==> config.mk <==
export PLATFORM = sky130hd
export DESIGN_NAME = uart_regfile
export DESIGN_NICKNAME = d
export VERILOG_FILES = /design/src/rtl/uart_regfile.sv
export SDC_FILE = /design/constraint.sdc
export NUM_CORES = 1
export LEC_CHECK = 0
export ABC_AREA = 1
export BUFFER_PORTS_ARGS = -buffer_cell sky130_fd_sc_hd__buf_2
export CAP_MARGIN = 20
export CORE_MARGIN = 8
export CORE_UTILIZATION = 50
export CTS_CLUSTER_SIZE = 40
export DETAILED_ROUTE_END_ITERATION = 8
export PLACE_DENSITY = 0.71
export SLEW_MARGIN = 10
export SYNTH_ARGS = -nofsm -noshare
export SYNTH_HDL_FRONTEND = slang
export SYNTH_SLANG_ARGS = --single-unit
==> constraint.sdc <==
create_clock -name clk -period 3.1 [get_ports clk]
set_input_delay 0.31 -clock clk [delete_from_list [all_inputs] [get_ports clk]]
set_output_delay 0.31 -clock clk [all_outputs]
set_load 0.01 [all_outputs]
==> src/rtl/uart_regfile.sv <==
module uart_regfile #(
  parameter int DEPTH = 8,
  parameter int DIV_W = 16,
  parameter int WM_W  = 3
) (
  input  logic        clk,
  input  logic        rst_n,
  input  logic        reg_wr,
  input  logic        reg_rd,
  input  logic [2:0]  reg_addr,
  input  logic [31:0] reg_wdata,
  output logic [31:0] reg_rdata,
  output logic        tx_valid,
  output logic [7:0]  tx_byte,
  input  logic        tx_ready,
  input  logic        rx_valid,
  input  logic [7:0]  rx_byte,
  output logic        tx_en,
  output logic        rx_en,
  output logic        two_stop,
  output logic [15:0] divisor,
  output logic        irq
);
  localparam int PW = $clog2(DEPTH);
  localparam int CW = $clog2(DEPTH + 1);
  localparam logic [CW-1:0] FULL = CW'(DEPTH);

  logic [7:0]      tx_mem [DEPTH];
  logic [7:0]      rx_mem [DEPTH];
  logic [PW-1:0]   tx_wp, tx_rp, rx_wp, rx_rp;
  logic [CW-1:0]   tx_cnt, rx_cnt;
  logic [WM_W-1:0] tx_wm, rx_wm;
  logic [1:0]      ie_q;
  logic [DIV_W-1:0] div_q;
  logic            tx_full, rx_empty;
  logic            tx_push, tx_pop, rx_push, rx_pop;
  logic [1:0]      pend;

  assign tx_full  = tx_cnt == FULL;
  assign rx_empty = rx_cnt == '0;
  assign tx_push  = reg_wr && reg_addr == 3'd0 && !tx_full;
  assign tx_pop   = tx_valid && tx_ready;
  assign rx_push  = rx_valid && rx_cnt != FULL;
  assign rx_pop   = reg_rd && reg_addr == 3'd1 && !rx_empty;

  assign tx_valid = tx_cnt != '0;
  assign tx_byte  = tx_mem[tx_rp];
  assign divisor  = 16'(div_q);

  assign pend[0] = tx_cnt < CW'(tx_wm);
  assign pend[1] = rx_cnt > CW'(rx_wm);
  assign irq     = |(ie_q & pend);

  always_ff @(posedge clk or negedge rst_n) begin
    if (!rst_n) begin
      tx_wp <= '0; tx_rp <= '0; tx_cnt <= '0;
      rx_wp <= '0; rx_rp <= '0; rx_cnt <= '0;
    end else begin
      if (tx_push) tx_wp <= tx_wp + 1'b1;
      if (tx_pop)  tx_rp <= tx_rp + 1'b1;
      tx_cnt <= tx_cnt + CW'(tx_push) - CW'(tx_pop);
      if (rx_push) rx_wp <= rx_wp + 1'b1;
      if (rx_pop)  rx_rp <= rx_rp + 1'b1;
      rx_cnt <= rx_cnt + CW'(rx_push) - CW'(rx_pop);
    end
  end

  always_ff @(posedge clk) begin
    if (tx_push) tx_mem[tx_wp] <= reg_wdata[7:0];
    if (rx_push) rx_mem[rx_wp] <= rx_byte;
  end

  always_ff @(posedge clk or negedge rst_n) begin
    if (!rst_n) begin
      tx_en <= 1'b0; two_stop <= 1'b0; tx_wm <= '0;
      rx_en <= 1'b0; rx_wm <= '0;
      ie_q  <= '0;   div_q <= '0;
    end else if (reg_wr) begin
      case (reg_addr)
        3'd2: begin
          tx_en    <= reg_wdata[0];
          two_stop <= reg_wdata[1];
          tx_wm    <= reg_wdata[16 +: WM_W];
        end
        3'd3: begin
          rx_en <= reg_wdata[0];
          rx_wm <= reg_wdata[16 +: WM_W];
        end
        3'd4: ie_q  <= reg_wdata[1:0];
        3'd6: div_q <= reg_wdata[DIV_W-1:0];
        default: ;
      endcase
    end
  end

  always_comb begin
    reg_rdata = '0;
    case (reg_addr)
      3'd0: reg_rdata[31] = tx_full;
      3'd1: begin
        reg_rdata[31] = rx_empty;
        if (!rx_empty) reg_rdata[7:0] = rx_mem[rx_rp];
      end
      3'd2: begin
        reg_rdata[0] = tx_en;
        reg_rdata[1] = two_stop;
        reg_rdata[16 +: WM_W] = tx_wm;
      end
      3'd3: begin
        reg_rdata[0] = rx_en;
        reg_rdata[16 +: WM_W] = rx_wm;
      end
      3'd4: reg_rdata[1:0] = ie_q;
      3'd5: reg_rdata[1:0] = pend;
      3'd6: reg_rdata[DIV_W-1:0] = div_q;
      default: ;
    endcase
  end


  count_bound_chk: assert property (@(posedge clk) disable iff (!rst_n)
    tx_cnt <= FULL && rx_cnt <= FULL);


  tx_full_drop_chk: assert property (@(posedge clk) disable iff (!rst_n)
    (tx_full && reg_wr && reg_addr == 3'd0 && !tx_ready) |=> tx_full);


  rx_empty_read_chk: assert property (@(posedge clk) disable iff (!rst_n)
    (rx_empty && reg_rd && reg_addr == 3'd1 && !rx_valid) |=> rx_empty);


  tx_hold_chk: assert property (@(posedge clk) disable iff (!rst_n)
    (tx_valid && !tx_ready) |=> (tx_valid && $stable(tx_byte)));
endmodule

==> run_results.csv <==
group,metric,value,unit
timing,rsz0062_at_grt,"false",
finish,nFillCells,1269,
finish,drive_above_1_share,17.0,%
clocking,clkTransAtPathRegs,0.07,ns
timing,setup_tns,0,ns
synth,syn_area,7770,um2
grt,grt_pass1_vias,5068,
grt,grtUsageTotal,16.7,%
drt,viasPerCell,5.08,
die,chipWidth,141,um
run,drv_cap,0,
synth,synth.largest_area_cell,"edfxtp_1",
synth,yosys_warnings,0,
die,die-area,19800,um2
die,io_pins,110,
timing,fin_crit_sh,82.2,%
critical_path,cp.required,2.79,ns
synth,synth_seq_area_share,64.6,%
drt,drt_first_pass_iters,8,
timing,clock_skew,0.0108,ns
power_and_ir_drop,power.density,845,nW/um2
clocking,clockBufferDepth,2,
critical_path,r2r_cells,9,
grt,grt_max_degree,48,
finish,regArea,5020,um2
timing,setup_viol,0,
synth,avgSynthCellArea,10.4,um2
critical_path,crit_arrival,2.24,ns
run_status,status,"complete, no violations",
hold_path,whs_path_depth,3,
hold_path,hold_end,"divisor[10]$_DFFE_PN0P_",
synth,syn_inst,744,
critical_path,cp-start-kind,"flop",
hold_path,hp-start,"reg_wdata[10]",
critical_path,r2r_slack,0.81,ns
synth,synthTopCellsByArea,"edfxtp_1 (49%), dfrtp_1 (15%), nand2_1 (9.7%), nor2_1 (4.0%), o21ai_0 (3.6%)",
timing,tightest_slew,0.802,ns
critical_path,worstSetupEndpointType,"output pin",
clocking,cts.sinks,175,
power_and_ir_drop,switchingPower,2.67,mW
clocking,ctsHtreeMaxLevel,4,
power_and_ir_drop,p_sw_share,35.2,%
timing,fmax,393,MHz
timing,whs,0.115,ns
critical_path,critPathMaxFanout,18,
clocking,cts_made_buffers,17,
drt,postRouteAntennaNets,0,
place,port_buffers,84,
place,pre_cts_ws,0.741,ns
die,initial_core_util,51.1,%
drt,wl_per_cell,15.4,um
drt,drc,0,
synth,synth_seq_cells,175,
power_and_ir_drop,p_int,4.91,mW
die,core.rowCount,45,
finish,antennaDiodeCount,0,
place,gp_congestion,0.845,
clocking,root_buffer,"clkbuf_16",
timing,slew-limit-headroom,46.4,%
drt,drt-total-wl,16.0,mm
critical_path,path_class,"reg -> out",
power_and_ir_drop,irDropWorstVdd,0.600,mV
power_and_ir_drop,pwr-share-seq,41.4,%
drt,first_iter_violations,472,
clocking,cts_tree,"done",
power_and_ir_drop,combPwrFrac,31.6,%
power_and_ir_drop,leakage,3.94,nW
timing,maxSlewViolCount,0,
hold_path,hold_class,"in -> reg",
finish,post-route-util,59.0,%
power_and_ir_drop,p_clk_share,27.0,%
place,dp_hpwl,10.9,mm
grt,grt_pass1_wl,26.0,mm
clocking,cts_setup_buffers,0,
timing,hold_viol,0,
synth,yosys.area.top_type_share,49.5,%
timing,fin_ws,0.553,ns
finish,nets,909,
grt,grt-ovfl-total,0,
synth,ys_types,31,
finish,syn2layout_area_growth,15.3,%
grt,antenna_found_initial,0,
finish,instances_no_fill,1037,
die,core,15200,um2
timing,final.min_clock_period,2.55,ns
die,die_h,141,um
drt,vias,5271,
critical_path,timing.rr.start,"rx_cnt[2]$_DFF_PN0_",
place,dp.cells,1004,
critical_path,r2r_end,"rx_cnt[2]$_DFF_PN0_",
finish,multiInputGateArea,2350,um2
clocking,insertion_delay,0.43,ns
## layer usage
layer  up-vias  global-route usage (%)  part of all wire, %
met5         -                       0                    0
met4         0                    5.83                  1.1
met3        15                    4.39                  5.5
met2       138                    28.4                   50
met1      2461                    20.3                   43
li1       2657                       -                    -
## critical path, stage by stage, from the launching register on
cell	delay [ns]
dfrtp_1	0.61
inv_1	0.55
o21ai_0	0.19
o22ai_1	0.15
nand2_1	0.10
nand2_1	0.09
buf_2	0.12
## final cells by class
class | instances | area share [%]
Clock inverter | 13 | 1.55
Multi-Input combinational cell | 481 | 26.3
Inverter | 62 | 2.60
Tap cell | 188 | 2.62
Clock buffer | 18 | 4.79
Timing Repair Buffer | 100 | 6.20
Sequential cell | 175 | 56.0
## metrics by stage
step / cell area (um2) / total power [mW]
after global routing: 8960 / 8.08
final: 8960 / 7.58
after CTS: 8930 / 7.63
after global placement: 8370 / 5.52
after floorplan: 7810 / 4.83
after detailed placement: 8370 / 5.58
## cells by family after synthesis
group                    share of synthesized area, %
AND/OR/NAND/NOR                                  18.1
flip-flops                                       64.6
buffers and inverters                            5.67
adder cells (fa/ha/maj)                          3.90
other                                          0.0482
AO/OA/AOI/OAI                                    6.54
XOR/XNOR                                         1.13
## synth_stat cells
library cell / n
a21oi_1: 4
a21oi_2: 8
a22o_1: 1
buf_2: 7
buf_4: 12
buf_6: 2
clkbuf_1: 16
clkinv_1: 3
conb_1: 1
dfrtp_1: 47
edfxtp_1: 128
fa_1: 2
ha_1: 21
inv_1: 58
inv_2: 1
nand2_1: 200
nand2_2: 1
nand2_4: 1
nand3_1: 48
nand4_1: 3
nor2_1: 83
nor2_2: 2
nor2_4: 1
nor3_1: 5
nor3_4: 1
o21ai_0: 56
o21ai_1: 2
o22ai_1: 19
or2_2: 1
xnor2_1: 3
xor2_1: 7
## power groups by stage
stage	logic (mW)	registers [mW]	clock network, mW
finish	2.39	3.13	2.05
global route	2.73	3.18	2.18
CTS	2.41	3.13	2.08
detailed placement	2.40	3.18	0
global placement	2.34	3.17	0
floorplan	1.74	3.09	0
## registers in the layout, indices dropped and copies added, names as in the netlist
name	cells
rx_mem	64
tx_mem	64
divisor	16
rx_cnt	4
tx_cnt	4
rx_rp	3
rx_wm	3
rx_wp	3
tx_rp	3
tx_wm	3
tx_wp	3
ie_q	2
rx_en	1
two_stop	1
tx_en	1
## repair_timing
item                      in CTS  in global routing
resized for setup              0                  0
hold buffers                   0                  1
hold endpoints to repair       0                 20
## placed cells by master, fill, tap and decap left out, types with 3 or more instances in the layout
master,count
buf_2,84
nand2_1,200
nor2_1,83
clkinv_4,3
dfrtp_1,47
a21oi_2,8
nand4_1,3
xnor2_1,3
o21ai_0,56
a21oi_1,4
nor3_1,5
clkbuf_16,17
clkinv_2,3
xor2_1,7
clkinv_1,4
nand3_1,48
o22ai_1,19
inv_6,3
inv_1,58
buf_4,14
edfxtp_1,128
conb_1,12
ha_1,21
## worst max path at each step
| stage | slack [ns] | to | cells after the start | startpoint |
|---|---|---|---|---|
| after floorplan | 0.98 | tx_cnt[2]$_DFF_PN0_ | 10 | reg_addr[0] |
| after global placement | 0.77 | rx_cnt[1]$_DFF_PN0_ | 10 | reg_addr[1] |
| after detailed placement | 0.74 | rx_cnt[2]$_DFF_PN0_ | 10 | reg_addr[2] |
| after CTS | 0.55 | tx_byte[4] | 6 | tx_rp[1]$_DFFE_PN0P_ |
| after global routing | 0.39 | tx_byte[5] | 6 | tx_rp[1]$_DFFE_PN0P_ |
| final | 0.55 | tx_byte[7] | 6 | tx_rp[1]$_DFFE_PN0P_ |
No activity file was read; power rests on OpenSTA's default activity.
